## src/rtl/rbe_pkg.sv

```systemverilog
package rbe_pkg;

    // one data beat is 64 bytes; address pages are 4 KB
    localparam int BEAT_LG2       = 6;
    localparam int PAGE_LG2       = 12;
    localparam int PAGE_BEATS_LG2 = PAGE_LG2 - BEAT_LG2;
    localparam int AXLEN_W        = 8;

    localparam logic [2:0] AXSIZE_BEAT  = 3'd6;
    localparam logic [1:0] AXBURST_INCR = 2'b01;

    typedef enum logic {
        ST_IDLE = 1'b0,
        ST_RUN  = 1'b1
    } run_st_e;

endpackage

```

## src/rtl/rbe_addr_gen.sv

```systemverilog
module rbe_addr_gen
    import rbe_pkg::*;
#(
    parameter int ADDR_W   = 40,
    parameter int STRIDE_W = 24,
    parameter int CNT_W    = 32,
    parameter int OCC_W    = 6
) (
    input  logic                clk,
    input  logic                rst_n,
    input  logic                launch_i,
    input  logic                run_i,
    input  logic [ADDR_W-1:0]   base_i,
    input  logic [STRIDE_W-1:0] stride_i,
    input  logic [AXLEN_W-1:0]  len_i,
    input  logic [CNT_W-1:0]    count_i,
    input  logic [OCC_W-1:0]    cap_i,
    input  logic [OCC_W-1:0]    out_nxt_i,
    input  logic                arready_i,
    output logic                arvalid_o,
    output logic [ADDR_W-1:0]   araddr_o,
    output logic [AXLEN_W-1:0]  arlen_o,
    output logic                fire_o,
    output logic                all_issued_o
);

    localparam logic [ADDR_W-1:0] ALIGN_MASK = ~ADDR_W'((1 << BEAT_LG2) - 1);

    typedef struct packed {
        logic              vld;
        logic [ADDR_W-1:0] addr;
        logic [CNT_W-1:0]  issued;
    } ag_t;

    ag_t                       ag_d, ag_q;
    logic [ADDR_W-1:0]         step;
    logic                      fire;
    logic [PAGE_BEATS_LG2-1:0] page_room;

    always_comb begin
        ag_d = ag_q;
        step = ADDR_W'({stride_i, {BEAT_LG2{1'b0}}});
        fire = ag_q.vld & arready_i;
        if (launch_i) begin
            ag_d.vld    = 1'b0;
            ag_d.addr   = base_i & ALIGN_MASK;
            ag_d.issued = '0;
        end else if (run_i) begin
            if (fire) begin
                ag_d.addr   = ag_q.addr + step;
                ag_d.issued = ag_q.issued + 1'b1;
            end
            // a raised request is held until accepted
            if (!ag_q.vld || fire) begin
                ag_d.vld = (ag_d.issued != count_i) && (out_nxt_i < cap_i);
            end
        end
        // beats left before the next 4 KB boundary, minus one
        page_room = ~ag_q.addr[PAGE_LG2-1:BEAT_LG2];
    end

    always_ff @(posedge clk or negedge rst_n) begin
        if (!rst_n) ag_q <= '0;
        else        ag_q <= ag_d;
    end

    assign arvalid_o    = ag_q.vld;
    assign araddr_o     = ag_q.addr;
    assign arlen_o      = (len_i > AXLEN_W'(page_room)) ? AXLEN_W'(page_room) : len_i;
    assign fire_o       = fire;
    assign all_issued_o = (ag_q.issued == count_i);

endmodule

```

## src/rtl/rbe_stamp_fifo.sv

```systemverilog
module rbe_stamp_fifo #(
    parameter int W     = 32,
    parameter int DEPTH = 32,
    parameter int OCC_W = $clog2(DEPTH + 1)
) (
    input  logic             clk,
    input  logic             rst_n,
    input  logic             clr_i,
    input  logic             push_i,
    input  logic [W-1:0]     din_i,
    input  logic             pop_i,
    output logic [W-1:0]     dout_o,
    output logic [OCC_W-1:0] count_o
);

    localparam int PTR_W = (DEPTH > 1) ? $clog2(DEPTH) : 1;
    localparam logic [PTR_W-1:0] LAST = PTR_W'(DEPTH - 1);

    typedef struct packed {
        logic [PTR_W-1:0] wptr;
        logic [PTR_W-1:0] rptr;
        logic [OCC_W-1:0] cnt;
    } ff_t;

    ff_t          ff_d, ff_q;
    logic [W-1:0] mem_q [DEPTH];

    always_comb begin
        ff_d = ff_q;
        if (clr_i) begin
            ff_d = '0;
        end else begin
            if (push_i) ff_d.wptr = (ff_q.wptr == LAST) ? '0 : ff_q.wptr + 1'b1;
            if (pop_i)  ff_d.rptr = (ff_q.rptr == LAST) ? '0 : ff_q.rptr + 1'b1;
            ff_d.cnt = ff_q.cnt + OCC_W'(push_i) - OCC_W'(pop_i);
        end
    end

    always_ff @(posedge clk or negedge rst_n) begin
        if (!rst_n) ff_q <= '0;
        else        ff_q <= ff_d;
    end

    always_ff @(posedge clk) begin
        if (push_i && !clr_i) mem_q[ff_q.wptr] <= din_i;
    end

    assign dout_o  = mem_q[ff_q.rptr];
    assign count_o = ff_q.cnt;

endmodule

```

## src/rtl/rbe_stats.sv

```systemverilog
module rbe_stats #(
    parameter int LAT_W = 32,
    parameter int SUM_W = 64,
    parameter int OCC_W = 6
) (
    input  logic             clk,
    input  logic             rst_n,
    input  logic             clr_i,
    input  logic             run_i,
    input  logic             finished_i,
    input  logic             ar_fire_i,
    input  logic             r_fire_i,
    input  logic             r_last_i,
    input  logic [LAT_W-1:0] stamp_i,
    input  logic [OCC_W-1:0] out_cnt_i,
    output logic [LAT_W-1:0] now_o,
    output logic [SUM_W-1:0] beats_o,
    output logic [LAT_W-1:0] lat_min_o,
    output logic [LAT_W-1:0] lat_max_o,
    output logic [SUM_W-1:0] lat_sum_o,
    output logic [SUM_W-1:0] occ_sum_o,
    output logic [SUM_W-1:0] act_cyc_o,
    output logic [OCC_W-1:0] peak_o
);

    typedef struct packed {
        logic [LAT_W-1:0] now;
        logic             active;
        logic [SUM_W-1:0] beats;
        logic [LAT_W-1:0] lmin;
        logic [LAT_W-1:0] lmax;
        logic [SUM_W-1:0] lsum;
        logic [SUM_W-1:0] osum;
        logic [SUM_W-1:0] acyc;
        logic [OCC_W-1:0] peak;
    } st_t;

    localparam st_t ST_CLR = '{now: '0, active: 1'b0, beats: '0, lmin: '1, lmax: '0,
                               lsum: '0, osum: '0, acyc: '0, peak: '0};

    st_t              st_d, st_q;
    logic [LAT_W-1:0] lat;

    always_comb begin
        st_d = st_q;
        lat  = st_q.now - stamp_i;
        if (clr_i) begin
            st_d = ST_CLR;
        end else if (run_i) begin
            st_d.now = st_q.now + 1'b1;
            if (ar_fire_i) st_d.active = 1'b1;
            // integrate occupancy from first issue to final return
            if (st_q.active && !finished_i) begin
                st_d.osum = st_q.osum + SUM_W'(out_cnt_i);
                st_d.acyc = st_q.acyc + 1'b1;
            end
            if (r_fire_i) st_d.beats = st_q.beats + 1'b1;
            if (r_last_i) begin
                if (lat < st_q.lmin) st_d.lmin = lat;
                if (lat > st_q.lmax) st_d.lmax = lat;
                st_d.lsum = st_q.lsum + SUM_W'(lat);
            end
            if (out_cnt_i > st_q.peak) st_d.peak = out_cnt_i;
        end
    end

    always_ff @(posedge clk or negedge rst_n) begin
        if (!rst_n) st_q <= ST_CLR;
        else        st_q <= st_d;
    end

    assign now_o     = st_q.now;
    assign beats_o   = st_q.beats;
    assign lat_min_o = st_q.lmin;
    assign lat_max_o = st_q.lmax;
    assign lat_sum_o = st_q.lsum;
    assign occ_sum_o = st_q.osum;
    assign act_cyc_o = st_q.acyc;
    assign peak_o    = st_q.peak;

endmodule

```

## src/rtl/rd_bench_engine.sv

```systemverilog
module rd_bench_engine
    import rbe_pkg::*;
#(
    parameter int ADDR_W   = 40,
    parameter int STRIDE_W = 24,
    parameter int CNT_W    = 32,
    parameter int LAT_W    = 32,
    parameter int SUM_W    = 64,
    parameter int DEPTH    = 32
) (
    input  logic                         clk,
    input  logic                         rst_n,
    input  logic                         cfg_start,
    input  logic [ADDR_W-1:0]            cfg_base,
    input  logic [STRIDE_W-1:0]          cfg_stride,
    input  logic [7:0]                   cfg_len,
    input  logic [CNT_W-1:0]             cfg_count,
    input  logic [$clog2(DEPTH+1)-1:0]   cfg_cap,
    output logic                         run_busy,
    output logic                         run_done,
    output logic                         m_arvalid,
    input  logic                         m_arready,
    output logic [ADDR_W-1:0]            m_araddr,
    output logic [7:0]                   m_arlen,
    output logic [2:0]                   m_arsize,
    output logic [1:0]                   m_arburst,
    input  logic                         m_rvalid,
    input  logic                         m_rlast,
    output logic                         m_rready,
    output logic [SUM_W-1:0]             res_beats,
    output logic [LAT_W-1:0]             res_lat_min,
    output logic [LAT_W-1:0]             res_lat_max,
    output logic [SUM_W-1:0]             res_lat_sum,
    output logic [SUM_W-1:0]             res_occ_sum,
    output logic [SUM_W-1:0]             res_act_cyc,
    output logic [$clog2(DEPTH+1)-1:0]   res_peak
);

    localparam int OCC_W = $clog2(DEPTH + 1);

    typedef struct packed {
        run_st_e             st;
        logic                done;
        logic [STRIDE_W-1:0] stride;
        logic [AXLEN_W-1:0]  len;
        logic [CNT_W-1:0]    count;
        logic [OCC_W-1:0]    cap;
    } ctl_t;

    ctl_t             ctl_d, ctl_q;
    logic             launch, running, ar_fire, r_fire, r_last_fire;
    logic             all_issued, finished;
    logic [OCC_W-1:0] out_cnt, out_nxt, cap_in, cap_eff;
    logic [LAT_W-1:0] now, stamp;

    assign running     = (ctl_q.st == ST_RUN);
    assign launch      = cfg_start && !running;
    assign r_fire      = m_rvalid & m_rready;
    assign r_last_fire = r_fire & m_rlast;
    assign out_nxt     = out_cnt + OCC_W'(ar_fire) - OCC_W'(r_last_fire);
    assign finished    = running && all_issued && (out_cnt == '0);
    assign cap_in      = (cfg_cap == '0 || cfg_cap > OCC_W'(DEPTH)) ? OCC_W'(DEPTH) : cfg_cap;
    assign cap_eff     = ctl_q.cap;

    always_comb begin
        ctl_d = ctl_q;
        if (launch) begin
            ctl_d.st     = ST_RUN;
            ctl_d.done   = 1'b0;
            ctl_d.stride = cfg_stride;
            ctl_d.len    = cfg_len;
            ctl_d.count  = cfg_count;
            ctl_d.cap    = cap_in;
        end else if (finished) begin
            ctl_d.st   = ST_IDLE;
            ctl_d.done = 1'b1;
        end
    end

    always_ff @(posedge clk or negedge rst_n) begin
        if (!rst_n) ctl_q <= '{st: ST_IDLE, done: 1'b0, stride: '0, len: '0, count: '0, cap: '0};
        else        ctl_q <= ctl_d;
    end

    rbe_addr_gen #(
        .ADDR_W  (ADDR_W),
        .STRIDE_W(STRIDE_W),
        .CNT_W   (CNT_W),
        .OCC_W   (OCC_W)
    ) u_agen (
        .clk         (clk),
        .rst_n       (rst_n),
        .launch_i    (launch),
        .run_i       (running),
        .base_i      (cfg_base),
        .stride_i    (ctl_q.stride),
        .len_i       (ctl_q.len),
        .count_i     (ctl_q.count),
        .cap_i       (ctl_q.cap),
        .out_nxt_i   (out_nxt),
        .arready_i   (m_arready),
        .arvalid_o   (m_arvalid),
        .araddr_o    (m_araddr),
        .arlen_o     (m_arlen),
        .fire_o      (ar_fire),
        .all_issued_o(all_issued)
    );

    rbe_stamp_fifo #(
        .W    (LAT_W),
        .DEPTH(DEPTH),
        .OCC_W(OCC_W)
    ) u_stamps (
        .clk    (clk),
        .rst_n  (rst_n),
        .clr_i  (launch),
        .push_i (ar_fire),
        .din_i  (now),
        .pop_i  (r_last_fire),
        .dout_o (stamp),
        .count_o(out_cnt)
    );

    rbe_stats #(
        .LAT_W(LAT_W),
        .SUM_W(SUM_W),
        .OCC_W(OCC_W)
    ) u_stats (
        .clk       (clk),
        .rst_n     (rst_n),
        .clr_i     (launch),
        .run_i     (running),
        .finished_i(finished),
        .ar_fire_i (ar_fire),
        .r_fire_i  (r_fire),
        .r_last_i  (r_last_fire),
        .stamp_i   (stamp),
        .out_cnt_i (out_cnt),
        .now_o     (now),
        .beats_o   (res_beats),
        .lat_min_o (res_lat_min),
        .lat_max_o (res_lat_max),
        .lat_sum_o (res_lat_sum),
        .occ_sum_o (res_occ_sum),
        .act_cyc_o (res_act_cyc),
        .peak_o    (res_peak)
    );

    assign m_arsize  = AXSIZE_BEAT;
    assign m_arburst = AXBURST_INCR;
    assign m_rready  = running;
    assign run_busy  = running;
    assign run_done  = ctl_q.done;

endmodule

```

## config.mk

```make
export PLATFORM = sky130hd
export DESIGN_NAME = rd_bench_engine
export DESIGN_NICKNAME = d
export VERILOG_FILES = /design/src/rtl/rbe_pkg.sv /design/src/rtl/rbe_addr_gen.sv /design/src/rtl/rbe_stamp_fifo.sv /design/src/rtl/rbe_stats.sv /design/src/rtl/rd_bench_engine.sv
export SDC_FILE = /design/constraint.sdc
export NUM_CORES = 2
export LEC_CHECK = 0
export ABC_AREA = 1
export BUFFER_PORTS_ARGS = -buffer_cell sky130_fd_sc_hd__buf_2
export CORE_AREA = 2 2 423 425
export CTS_BUF_LIST = sky130_fd_sc_hd__clkbuf_16
export CTS_CLUSTER_DIAMETER = 60
export DETAILED_ROUTE_END_ITERATION = 16
export DIE_AREA = 0 0 425 427
export PLACE_DENSITY_LB_ADDON = 0.1
export SLEW_MARGIN = 20
export SYNTH_ARGS = -nofsm -noshare
export SYNTH_HDL_FRONTEND = slang
export SYNTH_SLANG_ARGS = --single-unit
```

## constraint.sdc

```tcl
create_clock -name clk -period 4.7 [get_ports clk]
set_input_delay 1.41 -clock clk [delete_from_list [all_inputs] [get_ports clk]]
set_output_delay 1.41 -clock clk [all_outputs]
set_load 0.02 [all_outputs]
```

# [After elaboration in Yosys (flattened, before gate mapping)]
# Memory sizes are Yosys's and may differ from the RTL's.
# Cells that the tools add are included.
[op_classes] addsub=12 n_lt_le_gt_ge=6 eq_ne=4 muxes=26 bitwise_logic=4 n_reduce_logical=32
[ops] op="$mux W359" count=2
[ops] op="$mux W128" count=2
[ops] op="$mux W72" count=3
[ops] op="$mux W73" count=2
[ops] op="$add A64 B1 Y64 const B" count=2
[ops] op="$add A32 B1 Y32 const B" count=2
[ops] op="$add A64 B32 Y64" count=1
[ops] op="$add A64 B6 Y64" count=1
[ops] op="$mux W32" count=2
[ops] op="$mux W64" count=1
[ops] op="$add A40 B30 Y40" count=1
[ops] op="$eq A32 B32 Y1" count=1
[ops] op="$gt A32 B32 Y1" count=1
[ops] op="$lt A32 B32 Y1" count=1
[ops] op="$ne A32 B32 Y1" count=1
[ops] op="$sub A32 B32 Y32" count=1
[ops] op="$mux W5" count=4
[ops] op="$reduce_bool A2 Y1" count=10
[ops] op="$mux W16" count=1
[ops] op="$logic_not A6 Y1" count=2
[ops] op="$mux W6" count=2
[ops] op="$reduce_and A2 Y1" count=6
[ops] op="$add A5 B1 Y5 const B" count=2
[ops] op="$eq A5 B5 Y1 const B" count=2
[ops] op="15 further kinds" count=31
[word_totals] register_bits=520 mem_bits_rw=1024 input_bits=116 output_inout_bits=383 n_memories=1
[memory_table] memory="u_stamps.mem_q" depth=32 word_bits=32 read_ports=1 rd_clocked_by_memory_dff=0 write_ports=1 line_no="rbe_stamp_fifo.sv:26" source="logic [W-1:0] mem_q [DEPTH];"

# [Longest topological paths before layout]
[logic_depth] depth_word=9 depth_mapped=37

# [Hierarchy]
# Synthesis repeated with hierarchy kept, for this count alone.
[unflattened] hier_cells=9769 hier_area_um2=82788.2
[modules_own_cells] module="rbe_stamp_fifo" instances=1 cells_each=3616 area_per_inst_um2=42330.6
[modules_own_cells] module="rbe_stats" instances=1 cells_each=4714 area_per_inst_um2=30409.2
[modules_own_cells] module="rbe_addr_gen" instances=1 cells_each=1074 area_per_inst_um2=6962.9
[modules_own_cells] module="rd_bench_engine" instances=1 cells_each=365 area_per_inst_um2=3085.5

# [Worst setup path before layout]
# OpenSTA, ideal clock, no wires.
[synth_timing] kind="reg2reg" start="register u_stamps.ff_q[6] (netlist bit)" end="register u_stats.st_q (netlist bit u_stats.lat_sum_o[45])" setup_time_ps=135 arrival_ps=4846 slack_ps=-281 path_stages_with_launch=32 path_cell_list="dfrtp_1 buf_2 inv_2 buf_2 buf_2 clkbuf_1 nor2_1 o22ai_1 nor2_1 o22ai_1 nand2_1 nand2_1 ha_1 inv_1 fa_1 nand3_1 nand2_1 a21oi_1 o21ai_1 a21oi_1 o21ai_1 xor2_1 ha_1 a21oi_1 o21ai_0 a21oi_1 nor2_1 a21oi_1 nand3_2 nand2_1 o21ai_1 nor3b_1"
[synth_between] elab_chain_cells=6
[synth_rtl] element="start, declared" line_no="rbe_stamp_fifo.sv:25" source="ff_t ff_d, ff_q;"
[synth_rtl] element="start signal, assigned" line_no="rbe_stamp_fifo.sv:40" source="if (!rst_n) ff_q <= '0;"
[synth_rtl] element="start signal, assigned" line_no="rbe_stamp_fifo.sv:41" source="else ff_q <= ff_d;"
[synth_rtl] element="$mem_v2 Z32 W32"
[synth_rtl] element="$sub A32 B32 Y32" line_no="rbe_stats.sv:46" source="lat = st_q.now - stamp_i;"
[synth_rtl] element="$add A64 B32 Y64" line_no="rbe_stats.sv:61" source="st_d.lsum = st_q.lsum + SUM_W'(lat);"
[synth_rtl] element="$mux W128" line_no="rbe_stats.sv:58" source="if (r_last_i) begin"
[synth_rtl] element="$mux W359" line_no="rbe_stats.sv:49" source="end else if (run_i) begin"
[synth_rtl] element="$mux W359" line_no="rbe_stats.sv:47" source="if (clr_i) begin"
[synth_rtl] element="end signal, assigned" line_no="rbe_stats.sv:69" source="else st_q <= st_d;"
[synth_rtl] element="end, declared" line_no="rbe_stats.sv:41" source="st_t st_d, st_q;"
# Every way passes these cells. The select of a mux whose other input is x is not followed.
# A chain may end at the register's enable or synchronous reset.

# [Worst setup path in the final report]
[layout_timing] start="register u_stamps.ff_q[6] (netlist bit)" end="register u_stats.st_q (netlist bit u_stats.lat_max_o[8])"
[layout_between] elab_chain_cells=6 elab_cells_between_ends=9 cone_classes="add/sub (1); order compare (1); mux (4); reduce/logical (2); memory (1)"
[layout_rtl] element="$mem_v2 Z32 W32 *"
[layout_rtl] element="$sub A32 B32 Y32 *" line_no="rbe_stats.sv:46"
[layout_rtl] element="branches (longest 4 deep; another with $gt A32 B32 Y1)"
# Every way passes the cells marked *. The select of a mux whose other input is x is not followed.

==> impl_metrics.json <==
{
  "status": "finished with violations",
  "violations": "negative setup slack",
  "synth_top_cell_area_share_pct": 38.8,
  "grt_overflow": 0,
  "ir_drop_uv": 700,
  "async_flop_share_pct": 33.4,
  "area_delta_synth_final_pct": 21.3,
  "rrSetupSlack_ns": -0.80,
  "ys.flop_type": "edfxtp_1",
  "synth.most_common_cell": "nand2_1",
  "r2r-end": "u_stats.lat_max_o[8]",
  "cp-start-kind": "flop",
  "place_ws_ns": -1.18,
  "ys_seq_area_share_pct": 55.2,
  "path_clk_slew_ns": 0.06,
  "critical_path_required_ns": 5.45,
  "post_dp_cell_area_mm2": 0.0861,
  "slew_violations": 0,
  "timing.final.hold_violations": 0,
  "worst_slack_ns": -0.795,
  "rsz0062_at_grt": "yes",
  "cp.arrival_ns": 6.24,
  "netlist_top_cells_count": "1,420 x nand2_1, 1,269 x nor2_1, 1,024 x edfxtp_1, 882 x o21ai_0, 583 x inv_1",
  "drive_gt1_share_pct": 21.3,
  "wl_um": 272000,
  "track_usage_pct": 29.0,
  "num_rows": 155,
  "hold-path-endpoint": "cap_eff[0]",
  "synthCells": 8485,
  "grt_pass1_wl_um": 398000,
  "synth_area_mm2": 0.0792,
  "cts_buffers": 184,
  "final_antenna_net_count": 0,
  "fp.coreArea_mm2": 0.177,
  "endpoint_kind": "flop",
  "die_w_um": 425,
  "setup_violations": 116,
  "finalWeightedCongestion": 0.966,
  "crit_type": "flop to flop",
  "antenna_found_initial": 24,
  "grt_pass1_vias": 62200,
  "clk_latency_ns": 0.84,
  "p_per_area_mw_per_mm2": 842,
  "final_nets": 9433,
  "fill_cells": 16000,
  "ys_warn_count": 0,
  "wl_per_cell_um": 23.4,
  "initial_utilization_pct": 44.7,
  "htreeDepth": 4,
  "max_slew_margin_pct": 24.9,
  "worst_hold_path_type": "flop to flop",
  "cp_max_fo": 8,
  "ys_top_cells_by_area": "edfxtp_1 39%, dfrtp_1 15%, nand2_1 6.7%",
  "max_clock_freq_mhz": 182,
  "drc": 0,
  "vias_per_cell": 5.59,
  "cts_tree": "done",
  "finish.utilization_pct": 54.2,
  "ff2ff_path_depth": 30,
  "die-area_mm2": 0.181,
  "synth_largest_area_cell": "edfxtp_1",
  "cap_viol_max_count": 0,
  "p_leak_uw": 0.0381,
  "cts_buffer_depth": 3,
  "root_buffer": "clkbuf_16",
  "die_h_um": 427,
  "yosys_register_bits": 1538,
  "io_buffers": 479,
  "p_total_uw": 80800,
  "whs_path_depth": 2,
  "layout_min_cycle_time_ns": 5.50,
  "fin_area_mm2": 0.0960,
  "dp_hpwl_um": 182000,
  "cts_sinks": 1538,
  "vias": 65100,
  "synth.distinct_cells": 78,
  "tightest_slew_ns": 1.13,
  "drt_iter0_markers": 5893,
  "synth_edf_count": 1024,
  "syn_area_per_cell_um2": 9.33,
  "ctsHoldBuffers": 0,
  "worstReg2RegStart": "u_stamps.ff_q[6]",
  "crit_slowest_cell": "dfrtp_4",
  "grt_max_degree": 96,
  "max_stage_delay_ns": 0.47,
  "fin_crit_sh_pct": 117,
  "min_from": "cap_eff[0]",
  "drtPass1Iterations": 6,
  "io-pin-count": 499,
  "fin_skew_ns": 0.0282
}
power by group:
group / switching, uW / internal, uW / total, uW
Clock: 6000 / 7910 / 13900
Combinational: 27500 / 20800 / 48300
Sequential: 2210 / 16400 / 18600
cell families after synthesis:
| logic type | Yosys count | synth area share [%] |
|---|---|---|
| simple gates | 3532 | 18.8 |
| compound gates | 1668 | 12.1 |
| flops | 1538 | 55.2 |
| buf+inv | 1327 | 8.29 |
| xor+xnor | 216 | 2.41 |
| fa+ha+maj | 198 | 3.18 |
| mux | 4 | 0.0522 |
| other cells | 2 | 0.00949 |
layout by cell type, fill, tap and decap left out, types with 17 or more instances in the layout:
cell type  netlist  final
nand2_1       1420   1366
nor2_1        1269   1178
edfxtp_1      1024   1024
o21ai_0        882    666
inv_1          583    607
buf_4          390    508
dfrtp_1        482    478
buf_2           42    478
nand3_1        405    391
clkbuf_16        0    202
o22ai_1        197    192
a21oi_1        245    177
o21ai_1         19    168
nor3_1         157    151
xor2_1         158    150
ha_1           193    140
nand4_1        131    131
o211ai_1        96     96
o221ai_1        94     86
buf_12           0     79
nor2_4          12     59
o21ai_2          0     58
a21oi_2          2     56
xnor2_1         57     54
nor2_2           8     52
nand2_2         11     50
nor4_1          51     48
ha_4             0     48
buf_6            7     43
clkinv_1         2     38
dfstp_2         32     32
clkinv_2         2     24
buf_16           0     24
inv_2           11     23
nand3_2          8     20
o31ai_1         18     18
a21o_1          17     17
o21a_1          17     17
inv_6            0     17
area by class of cell:
class	count	area, um2	area share (%)
antenna	10	25.0	0.0261
clock buffer	184	4600	4.80
clock inverter	159	1300	1.35
inverter	598	2300	2.40
multi-input combinational	5631	31500	32.8
sequential	1538	43700	45.5
tap	2355	2950	3.07
timing repair buffer	1164	9660	10.1
timing repair inverter	2	25.0	0.0261
registers in the layout, indices dropped and copies added, names as in the netlist, 10 cells and up:
register           count
u_stamps.mem_q      1024
ctl_q                 64
u_agen.araddr_o       34
u_stats.lat_max_o     32
u_stats.lat_sum_o     64
u_stamps.ff_q         10
u_stats.now_o         32
u_agen.ag_q           32
u_stats.act_cyc_o     64
u_stats.beats_o       64
u_stats.lat_min_o     32
u_stats.occ_sum_o     64
timing repair:
action,4_1_cts,5_1_grt
gates cloned,16,19
pin swaps,39,170
setup endpoints to repair,120,121
gates resized for setup,265,527
buffers inserted,19,43
metrics by stage:
step / TNS [ns] / hold slack [ns] / cells
after floorplan: -0.000571 / 0.443 / 8496
after global placement: -112.23 / 0.458 / 11200
after detailed placement: -118.00 / 0.469 / 11200
after CTS: -62.38 / 0.483 / 11600
after global routing: -85.57 / 0.507 / 11600
final: -61.57 / 0.484 / 11600
critical path: cells and delay by family, from the launching register on:
kind                       cells  cell delay (ns)
DFF                            1             0.47
buffers and inverters         12             1.92
adders and majority gates      2             0.48
xor gates and xnor gates       1             0.20
and+or+nand+nor                7             1.18
AOI/OAI and AO/OA              8             1.12
worst max-delay path by stage:
stage                     start                     to  slack, ns  depth (start not counted)
6_report       u_stamps.ff_q[6]   u_stats.lat_max_o[8]      -0.80                         30
5_1_grt        u_stamps.ff_q[6]   u_stats.lat_max_o[4]      -0.97                         33
3_5_place_dp   u_stamps.ff_q[6]  u_stats.lat_max_o[22]      -1.18                         31
2_1_floorplan  u_stamps.ff_q[6]  u_stats.lat_sum_o[45]    -0.0006                         30
4_1_cts        u_stamps.ff_q[6]  u_stats.lat_sum_o[58]      -0.76                         34
3_3_place_gp   u_stamps.ff_q[6]  u_stats.lat_sum_o[58]      -1.11                         29
metal layers:
layer	up-vias	GRT usage (%)	part of all wire, %
li1	30300	-	-
met1	32100	39.4	43
met4	20	9.75	3.5
met5	-	0	0.050
met2	2197	47.4	48
met3	499	4.41	6.3
Power figures use the tool's default switching activity.
